## src/rtl/ldl_pkg.sv

```systemverilog
// Shared types and descriptor layout for the layer descriptor loader.
// Assumes a descriptor of 16 words of 32 bits; word indices below are the
// positions the fetch sequencer decodes.
package ldl_pkg;

    localparam int DESC_WORDS = 16;
    localparam int WORD_W     = 32;

    typedef logic [3:0] widx_t;

    localparam widx_t WI_CTL  = 4'd0;
    localparam widx_t WI_AGC  = 4'd1;
    localparam widx_t WI_ORG  = 4'd3;
    localparam widx_t WI_STP  = 4'd4;
    localparam widx_t WI_PIX  = 4'd5;
    localparam widx_t WI_PIT  = 4'd6;
    localparam widx_t WI_SIZE = 4'd7;
    localparam widx_t WI_NEXT = 4'd9;
    localparam widx_t WI_KLO  = 4'd10;
    localparam widx_t WI_KHI  = 4'd11;
    localparam widx_t WI_HIDE = 4'd13;
    localparam widx_t WI_LUT  = 4'd15;

    localparam int HOLD_BIT = 31;

    // Fields a descriptor contributes to the display pipeline.
    typedef struct packed {
        logic [31:0] ctl;
        logic [31:0] agc;
        logic [31:0] org;
        logic [31:0] stp;
        logic [31:0] pix;
        logic [31:0] pit;
        logic [31:0] size;
        logic [31:0] klo;
        logic [31:0] khi;
        logic [31:0] lut;
        logic [1:0]  hide;
    } disp_t;

endpackage

```

## src/rtl/ldl_fetch.sv

```systemverilog
// Descriptor fetch sequencer.
// Reads the 16 words of one descriptor, one request at a time, from a
// word-read port and captures the fields. Assumes the memory answers every
// request exactly once, in order. `active` covers the busy period and the
// cycle in which `done` pulses.
module ldl_fetch #(
    parameter int ADDR_W = 32
) (
    input  logic              clk,
    input  logic              rst_n,
    input  logic              start,
    input  logic [ADDR_W-1:0] base,
    output logic              mem_rd_req,
    output logic [ADDR_W-1:0] mem_rd_addr,
    input  logic              mem_rd_valid,
    input  logic [31:0]       mem_rd_data,
    output logic              active,
    output logic              done,
    output ldl_pkg::disp_t    disp,
    output logic [31:0]       next_node
);
    import ldl_pkg::*;

    localparam widx_t LAST_IDX = widx_t'(DESC_WORDS - 1);

    logic              busy_q;
    logic              wait_q;
    logic              done_q;
    widx_t             idx_q;
    logic [ADDR_W-1:0] base_q;

    assign mem_rd_req  = busy_q && !wait_q;
    assign mem_rd_addr = base_q + ADDR_W'({idx_q, 2'b00});
    assign active      = busy_q || done_q;
    assign done        = done_q;

    // Sequencer: step through the words, one outstanding request.
    always_ff @(posedge clk) begin
        if (!rst_n) begin
            busy_q <= 1'b0;
            wait_q <= 1'b0;
            done_q <= 1'b0;
            idx_q  <= '0;
            base_q <= '0;
        end else begin
            done_q <= 1'b0;
            if (start && !busy_q) begin
                busy_q <= 1'b1;
                wait_q <= 1'b0;
                idx_q  <= '0;
                base_q <= base;
            end else if (busy_q) begin
                if (mem_rd_req) begin
                    wait_q <= 1'b1;
                end else if (mem_rd_valid) begin
                    wait_q <= 1'b0;
                    if (idx_q == LAST_IDX) begin
                        busy_q <= 1'b0;
                        done_q <= 1'b1;
                    end else begin
                        idx_q <= idx_q + 1'b1;
                    end
                end
            end
        end
    end

    // Capture: steer each returned word into its field by word index.
    always_ff @(posedge clk) begin
        if (!rst_n) begin
            disp      <= '0;
            next_node <= '0;
        end else if (busy_q && wait_q && mem_rd_valid) begin
            case (idx_q)
                WI_CTL:  disp.ctl  <= mem_rd_data;
                WI_AGC:  disp.agc  <= mem_rd_data;
                WI_ORG:  disp.org  <= mem_rd_data;
                WI_STP:  disp.stp  <= mem_rd_data;
                WI_PIX:  disp.pix  <= mem_rd_data;
                WI_PIT:  disp.pit  <= mem_rd_data;
                WI_SIZE: disp.size <= mem_rd_data;
                WI_NEXT: next_node <= mem_rd_data;
                WI_KLO:  disp.klo  <= mem_rd_data;
                WI_KHI:  disp.khi  <= mem_rd_data;
                WI_HIDE: disp.hide <= mem_rd_data[1:0];
                WI_LUT:  disp.lut  <= mem_rd_data;
                default: ;
            endcase
        end
    end

endmodule

```

## src/rtl/ldl_shadow.sv

```systemverilog
// Shadow register bank for the layer.
// Applies a freshly fetched descriptor at once, or holds it until the next
// vsync when its control hold bit is set. A new fetch result in the same
// cycle as a vsync wins over the held one.
module ldl_shadow #(
    parameter int DIM_W = 11
) (
    input  logic               clk,
    input  logic               rst_n,
    input  logic               vsync,
    input  logic               new_valid,
    input  ldl_pkg::disp_t     new_disp,
    output ldl_pkg::disp_t     act,
    output logic [DIM_W-1:0]   width,
    output logic [DIM_W-1:0]   height,
    output logic               loaded,
    output logic               show
);
    import ldl_pkg::*;

    localparam logic [15:0] DIM_MAX = 16'((1 << DIM_W) - 1);

    disp_t held_q;
    logic  held_v_q;

    // Commit path: held descriptor at vsync, immediate one at fetch end.
    always_ff @(posedge clk) begin
        if (!rst_n) begin
            act      <= '0;
            held_q   <= '0;
            held_v_q <= 1'b0;
            loaded   <= 1'b0;
        end else begin
            if (vsync && held_v_q) begin
                act      <= held_q;
                held_v_q <= 1'b0;
                loaded   <= 1'b1;
            end
            if (new_valid) begin
                if (new_disp.ctl[HOLD_BIT]) begin
                    held_q   <= new_disp;
                    held_v_q <= 1'b1;
                end else begin
                    act    <= new_disp;
                    loaded <= 1'b1;
                end
            end
        end
    end

    // Saturate the size halves to the largest supported dimension.
    always_comb begin
        width  = (act.size[15:0]  > DIM_MAX) ? DIM_MAX[DIM_W-1:0] : act.size[DIM_W-1:0];
        height = (act.size[31:16] > DIM_MAX) ? DIM_MAX[DIM_W-1:0] : act.size[16 +: DIM_W];
        show   = loaded && (act.hide == 2'b00);
    end

endmodule

```

## src/rtl/layer_desc_loader.sv

```systemverilog
// Layer descriptor loader, top level.
// On every vsync fetches the descriptor at the node pointer, then follows
// its link. Software sets the pointer through select 0 (used at the next
// vsync) and reads or clears sticky flags through select 1. Assumes vsync
// is a single-cycle pulse and ADDR_W is at least 4 and at most 32.
module layer_desc_loader #(
    parameter int ADDR_W = 32,
    parameter int DIM_W  = 11
) (
    input  logic              clk,
    input  logic              rst_n,
    input  logic              vsync,
    input  logic              vsync_top,
    input  logic              reg_wr,
    input  logic              reg_sel,
    input  logic [31:0]       reg_wdata,
    output logic [31:0]       reg_rdata,
    output logic              mem_rd_req,
    output logic [ADDR_W-1:0] mem_rd_addr,
    input  logic              mem_rd_valid,
    input  logic [31:0]       mem_rd_data,
    output logic [31:0]       lay_ctrl,
    output logic [31:0]       lay_alpha,
    output logic [31:0]       lay_origin,
    output logic [31:0]       lay_stop,
    output logic [31:0]       lay_pix_addr,
    output logic [31:0]       lay_pitch,
    output logic [DIM_W-1:0]  lay_width,
    output logic [DIM_W-1:0]  lay_height,
    output logic [31:0]       lay_key_lo,
    output logic [31:0]       lay_key_hi,
    output logic [31:0]       lay_clut,
    output logic              lay_show,
    output logic              lay_field_top
);
    import ldl_pkg::*;

    localparam int ALIGN_BITS = 4;

    logic [ADDR_W-1:0] chain_q;
    logic [ADDR_W-1:0] sw_ptr_q;
    logic              sw_pend_q;
    logic              defer_q;
    logic              under_q;
    logic              err_q;
    logic              field_q;

    logic              f_active;
    logic              f_done;
    logic              f_start;
    disp_t             f_disp;
    logic [31:0]       f_next;
    disp_t             act;
    logic              loaded;

    logic              launch;
    logic [ADDR_W-1:0] fetch_addr;
    logic              addr_zero;
    logic              addr_mis;
    logic              wr_ptr;
    logic              wr_stat;

    assign launch     = (vsync || defer_q) && !f_active;
    assign fetch_addr = sw_pend_q ? sw_ptr_q : chain_q;
    assign addr_zero  = (fetch_addr == '0);
    assign addr_mis   = (fetch_addr[ALIGN_BITS-1:0] != '0);
    assign f_start    = launch && !addr_zero && !addr_mis;
    assign wr_ptr     = reg_wr && !reg_sel;
    assign wr_stat    = reg_wr && reg_sel;

    ldl_fetch #(.ADDR_W(ADDR_W)) u_fetch (
        .clk          (clk),
        .rst_n        (rst_n),
        .start        (f_start),
        .base         (fetch_addr),
        .mem_rd_req   (mem_rd_req),
        .mem_rd_addr  (mem_rd_addr),
        .mem_rd_valid (mem_rd_valid),
        .mem_rd_data  (mem_rd_data),
        .active       (f_active),
        .done         (f_done),
        .disp         (f_disp),
        .next_node    (f_next)
    );

    ldl_shadow #(.DIM_W(DIM_W)) u_shadow (
        .clk       (clk),
        .rst_n     (rst_n),
        .vsync     (vsync),
        .new_valid (f_done),
        .new_disp  (f_disp),
        .act       (act),
        .width     (lay_width),
        .height    (lay_height),
        .loaded    (loaded),
        .show      (lay_show)
    );

    // Pointer chain: launch bookkeeping, link following, software relink.
    always_ff @(posedge clk) begin
        if (!rst_n) begin
            chain_q   <= '0;
            sw_ptr_q  <= '0;
            sw_pend_q <= 1'b0;
            defer_q   <= 1'b0;
        end else begin
            if (vsync && f_active) begin
                defer_q <= 1'b1;
            end
            if (launch) begin
                defer_q   <= 1'b0;
                sw_pend_q <= 1'b0;
                if (f_start) begin
                    chain_q <= fetch_addr;
                end
            end
            if (f_done) begin
                chain_q <= f_next[ADDR_W-1:0];
            end
            if (wr_ptr) begin
                sw_ptr_q  <= reg_wdata[ADDR_W-1:0];
                sw_pend_q <= 1'b1;
            end
        end
    end

    // Status flags: sticky errors with write-one-to-clear, field latch.
    always_ff @(posedge clk) begin
        if (!rst_n) begin
            under_q <= 1'b0;
            err_q   <= 1'b0;
            field_q <= 1'b0;
        end else begin
            if (wr_stat && reg_wdata[0]) under_q <= 1'b0;
            if (wr_stat && reg_wdata[1]) err_q   <= 1'b0;
            if (vsync && f_active)       under_q <= 1'b1;
            if (launch && !addr_zero && addr_mis) err_q <= 1'b1;
            if (vsync)                   field_q <= vsync_top;
        end
    end

    // Register read mux and layer output wiring.
    always_comb begin
        if (reg_sel) begin
            reg_rdata = {27'd0, loaded, field_q, f_active, err_q, under_q};
        end else begin
            reg_rdata = 32'(fetch_addr);
        end
        lay_ctrl      = act.ctl;
        lay_alpha     = act.agc;
        lay_origin    = act.org;
        lay_stop      = act.stp;
        lay_pix_addr  = act.pix;
        lay_pitch     = act.pit;
        lay_key_lo    = act.klo;
        lay_key_hi    = act.khi;
        lay_clut      = act.lut;
        lay_field_top = field_q;
    end

endmodule

```

## config.mk

```make
export PLATFORM = sky130hd
export DESIGN_NAME = layer_desc_loader
export DESIGN_NICKNAME = d
export VERILOG_FILES = /design/src/rtl/ldl_pkg.sv /design/src/rtl/ldl_fetch.sv /design/src/rtl/ldl_shadow.sv /design/src/rtl/layer_desc_loader.sv
export SDC_FILE = /design/constraint.sdc
export NUM_CORES = 2
export LEC_CHECK = 0
export ABC_AREA = 1
export BUFFER_PORTS_ARGS = -buffer_cell sky130_fd_sc_hd__buf_4
export CAP_MARGIN = 10
export CORE_MARGIN = 8
export CORE_UTILIZATION = 50
export CTS_CLUSTER_DIAMETER = 30
export DETAILED_ROUTE_END_ITERATION = 12
export PLACE_DENSITY = 0.69
export SYNTH_ARGS = -nofsm -noshare
export SYNTH_HDL_FRONTEND = slang
export SYNTH_HIERARCHICAL = 1
export SYNTH_SLANG_ARGS = --single-unit
export TNS_END_PERCENT = 50
```

## constraint.sdc

```tcl
create_clock -name clk -period 3.2 [get_ports clk]
set_clock_uncertainty 0.1 [all_clocks]
set_input_delay 0.32 -clock clk [delete_from_list [all_inputs] [get_ports clk]]
set_output_delay 0.32 -clock clk [all_outputs]
set_load 0.1 [all_outputs]
```

==> impl_metrics.csv <==
group,metric,value,unit
power_and_ir_drop,vdd_drop_max,519.8,uV
logic_synthesis,async_reset_ff_share,0,%
place,io_buffers,447,
die,die_height,316.3,um
setup_path,arrival,2720,ps
sta,setup_viol,0,
global_routing,grt_overflow,0,
route,vias_per_cell,5.194,
global_routing,gr-usage-all-layers,29.09,%
route,drt_first_pass_iters,6,
route,ant_nets,0,
die,core,0.08974,mm^2
power_and_ir_drop,pwr_density_cell,700.2,mW/mm^2
route,wire_per_inst,18.53,um
logic_synthesis,synth_mux_area_share,0,%
route,drt_wl_total,151600,um
route,top_layer,"met5",
logic_synthesis,synth_top_family_by_area,"simple AND/OR/NAND/NOR gates",
global_routing,antenna_found_initial,25,
logic_synthesis,synthDistinctLibCells,39,
logic_synthesis,synth_fa_ha_area_share,0.2665,%
route,first_iter_violations,4328,
logic_synthesis,synth_seq_cells,1108,
route,drc,0,
setup_path,cp.required,2780,ps
finish,layout.core_utilization,63.82,%
logic_synthesis,synth_common_cells,"1540 x nor2_1, 1303 x nand2_1, 1108 x dfxtp_1, 907 x o21ai_0, 468 x inv_1",
logic_synthesis,synthFlopType,"dfxtp_1",
sta,period_share,98.04,%
finish,layout-drive-gt1-share,13.86,%
cts,root_buffer,"clkbuf_16",
route,wl_met1,62620,um
logic_synthesis,ys_top_cells_by_area,"dfxtp_1 49%, nor2_1 13%, nand2_1 11%, o21ai_0 10%, a21oi_1 4.3%",
die,die_area,0.1000,mm^2
sta,post-route-min-period,3137,ps
setup_path,cp_slowest_stage_delay,380,ps
logic_synthesis,synth_edf_count,0,
outcome,status,"completed",
global_routing,grt_max_degree,198,
sta,fmax,318.7,MHz
worst_hold_path,worstHoldStart,"reg_sel",
logic_synthesis,synth_top_area_cell,"dfxtp_1",
logic_synthesis,synth.most_common_cell,"nor2_1",
worst_hold_path,hold_class,"in2reg",
place,dpl-instance-area,0.04870,mm^2
place,gp_congestion,0.9211,
setup_path,r2r_cells,16,
logic_synthesis,ys_warn_count,6,
cts,htreeDepth,4,
place,hpwl,87530,um
power_and_ir_drop,power.total,0.04010,W
finish,nets,6911,
route,wl_met2,70550,um
logic_synthesis,syn_area,0.04508,mm^2
die,io_pins,448,
setup_path,r2r-start,"sw_pend_q$_SDFFE_PN0P_",
logic_synthesis,syn_inst,6490,
sta,finalHoldViolCount,0,
logic_synthesis,yosysSeqAreaShare,49.21,%
run,cap_violations,0,
setup_path,crit_chain,"ha_4 > inv_2 > fa_2 > nand3b_1 > nand2_2 > inv_2 > nor2_2 > buf_6 > nand3b_1 > nand2_1 > buf_8",
logic_synthesis,synth.avg_cell_area,6.946,um^2
sta,rsz0062_at_grt,"true",
cts,tritoncts,"built",
route,met3WireLength,12440,um
finish,final_area,0.05727,mm^2
setup_path,worstSetupStartpointType,"flip-flop",
setup_path,worstSetupEndpointType,"output port",
logic_synthesis,synth_top_area_share,49.21,%
setup_path,slowest_stage,"fa_2",
setup_path,critPathMaxFanout,7,
logic_synthesis,synth_compound_area_share,14.83,%
cts,cts_num_sinks,1108,
logic_synthesis,syn-num-nets,6570,
setup_path,timing.reg2reg.setup_slack,340,ps
die,initial_core_util,50.23,%
worst_hold_path,worstHoldEndpoint,"under_q$_SDFFE_PN0P_",
sta,maxSlewHeadroom,20.04,%
sta,setup_tns,0,ps
worst_hold_path,hold_depth,4,
logic_synthesis,synth_xor_area_share,0.2137,%
power_and_ir_drop,p_leak,25.48,nW
sta,slew_violations,0,
route,vias,42500,
cts,clk_latency,760,ps
die,dieWidth,316.3,um
setup_path,path_class,"reg2out",
cts,numCtsBuffers,207,
global_routing,grt_pass1_vias,38740,
die,placementRows,110,
cts,clockBufferDepth,3,
sta,worst_pin_slew,1198,ps
finish,syn2layout_area_growth,27.05,%
logic_synthesis,synthSimpleGateAreaFrac,26.54,%
cts,clk_pin_slew,50,ps
setup_path,r2r_end,"u_fetch/base_q[13]$_SDFFE_PN0P_",
global_routing,grt_pass1_wl,226900,um
-- worst max-delay path by stage --
stage	from	to	slack (ps)	depth (start not counted)
floorplan	u_fetch/idx_q[0]$_SDFFE_PP0P_	mem_rd_addr[10]	-190	7
global placement	u_fetch/idx_q[0]$_SDFFE_PP0P_	mem_rd_addr[20]	390	10
detailed placement	sw_pend_q$_SDFFE_PN0P_	u_fetch/base_q[13]$_SDFFE_PN0P_	300	16
CTS	u_fetch/idx_q[1]$_SDFFE_PP0P_	mem_rd_addr[14]	30	9
global route	u_fetch/idx_q[0]$_SDFFE_PP0P_	mem_rd_addr[30]	-40	11
finish	u_fetch/idx_q[0]$_SDFFE_PP0P_	mem_rd_addr[30]	60	11
-- layout by cell type, fill, tap and decap left out, types with 5 or more instances in the layout --
cell type,count
dfxtp_1,1103
inv_1,463
buf_12,27
inv_6,10
nand2_2,12
clkbuf_8,35
xor2_1,5
o21ai_1,32
buf_4,487
a21oi_1,390
clkinvlp_4,19
inv_2,17
nor2_4,5
o21ai_0,907
bufinv_16,41
clkinv_4,9
clkinv_2,32
nor2_1,1534
clkbuf_1,22
clkbuf_16,211
buf_6,15
ha_1,7
nor2_2,16
nand3_1,173
and2_1,5
nand2_1,1293
nand3b_1,12
dlygate4sd3_1,71
-- stage by stage --
step	setup WS [ps]	hold WS [ps]	instances
final	62.74	52.99	8182
after global routing	-36.04	80.01	8181
after CTS	29.97	11.40	8179
after detailed placement	295.1	343.4	7724
after global placement	394.7	338.7	7724
after floorplan	-186.3	314.1	6490
-- sequential cells by signal (all words and copies together), names as in the netlist, 4 cells and up --
signal / count
u_fetch/disp: 322
u_shadow/act: 322
u_shadow/held_q: 322
chain_q: 32
sw_ptr_q: 32
u_fetch/base_q: 32
u_fetch/next_node: 32
u_fetch/idx_q: 4
-- report_power, final --
| part | leakage (nW) | total (W) | switching, W | internal (W) |
|---|---|---|---|---|
| Sequential | 8.94 | 0.0141 | 0.000132 | 0.0140 |
| Combinational | 12.8 | 0.00254 | 0.00189 | 0.000651 |
| Clock | 3.71 | 0.0235 | 0.00733 | 0.0161 |
| Total | 25.5 | 0.0401 | 0.00935 | 0.0307 |
-- layout make-up --
type / instances / area [um^2]
timing repair buffer: 603 / 5121
sequential: 1108 / 22190
tap: 1176 / 1471
antenna: 1 / 2.502
multi-input combinational: 4425 / 19000
inverter: 486 / 1836
clock buffer: 268 / 5844
clock inverter: 115 / 1805
fill: 7990 / 32460
-- kinds of logic (layout without fill, tap and decap cells) --
| logic type | Yosys count | count (layout) |
|---|---|---|
| AOI/OAI and AO/OA | 1334 | 1334 |
| xor gates and xnor gates | 11 | 11 |
| adders and majority gates | 9 | 9 |
| buffers and inverters | 957 | 1472 |
| DFF | 1108 | 1108 |
| other | 0 | 1 |
| and+or+nand+nor | 3071 | 3071 |
-- worst max-delay path: cells and delay by family, from the launching register on --
kind | cells | cell delay [ps]
adder cells (fa/ha/maj) | 2 | 510
AND/OR/NAND/NOR | 5 | 620
flip-flops | 1 | 350
buffers and inverters | 4 | 460
-- what timing repair did --
action / in CTS / in global routing
hold buffers: 71 / 0
pin swaps: 1 / 6
endpoints found under the setup margin: 14 / 16
buffers inserted: 1 / 2
gates resized for setup: 26 / 29
hold endpoints to repair: 381 / 0
-- metal layers --
metal,up-vias,global-route usage [%]
li1,21060,-
met1,19570,37.07
met2,1582,47.53
met3,285,6.091
met4,4,12.76
met5,-,0
Note: power is estimated with default switching activity, not from simulation.
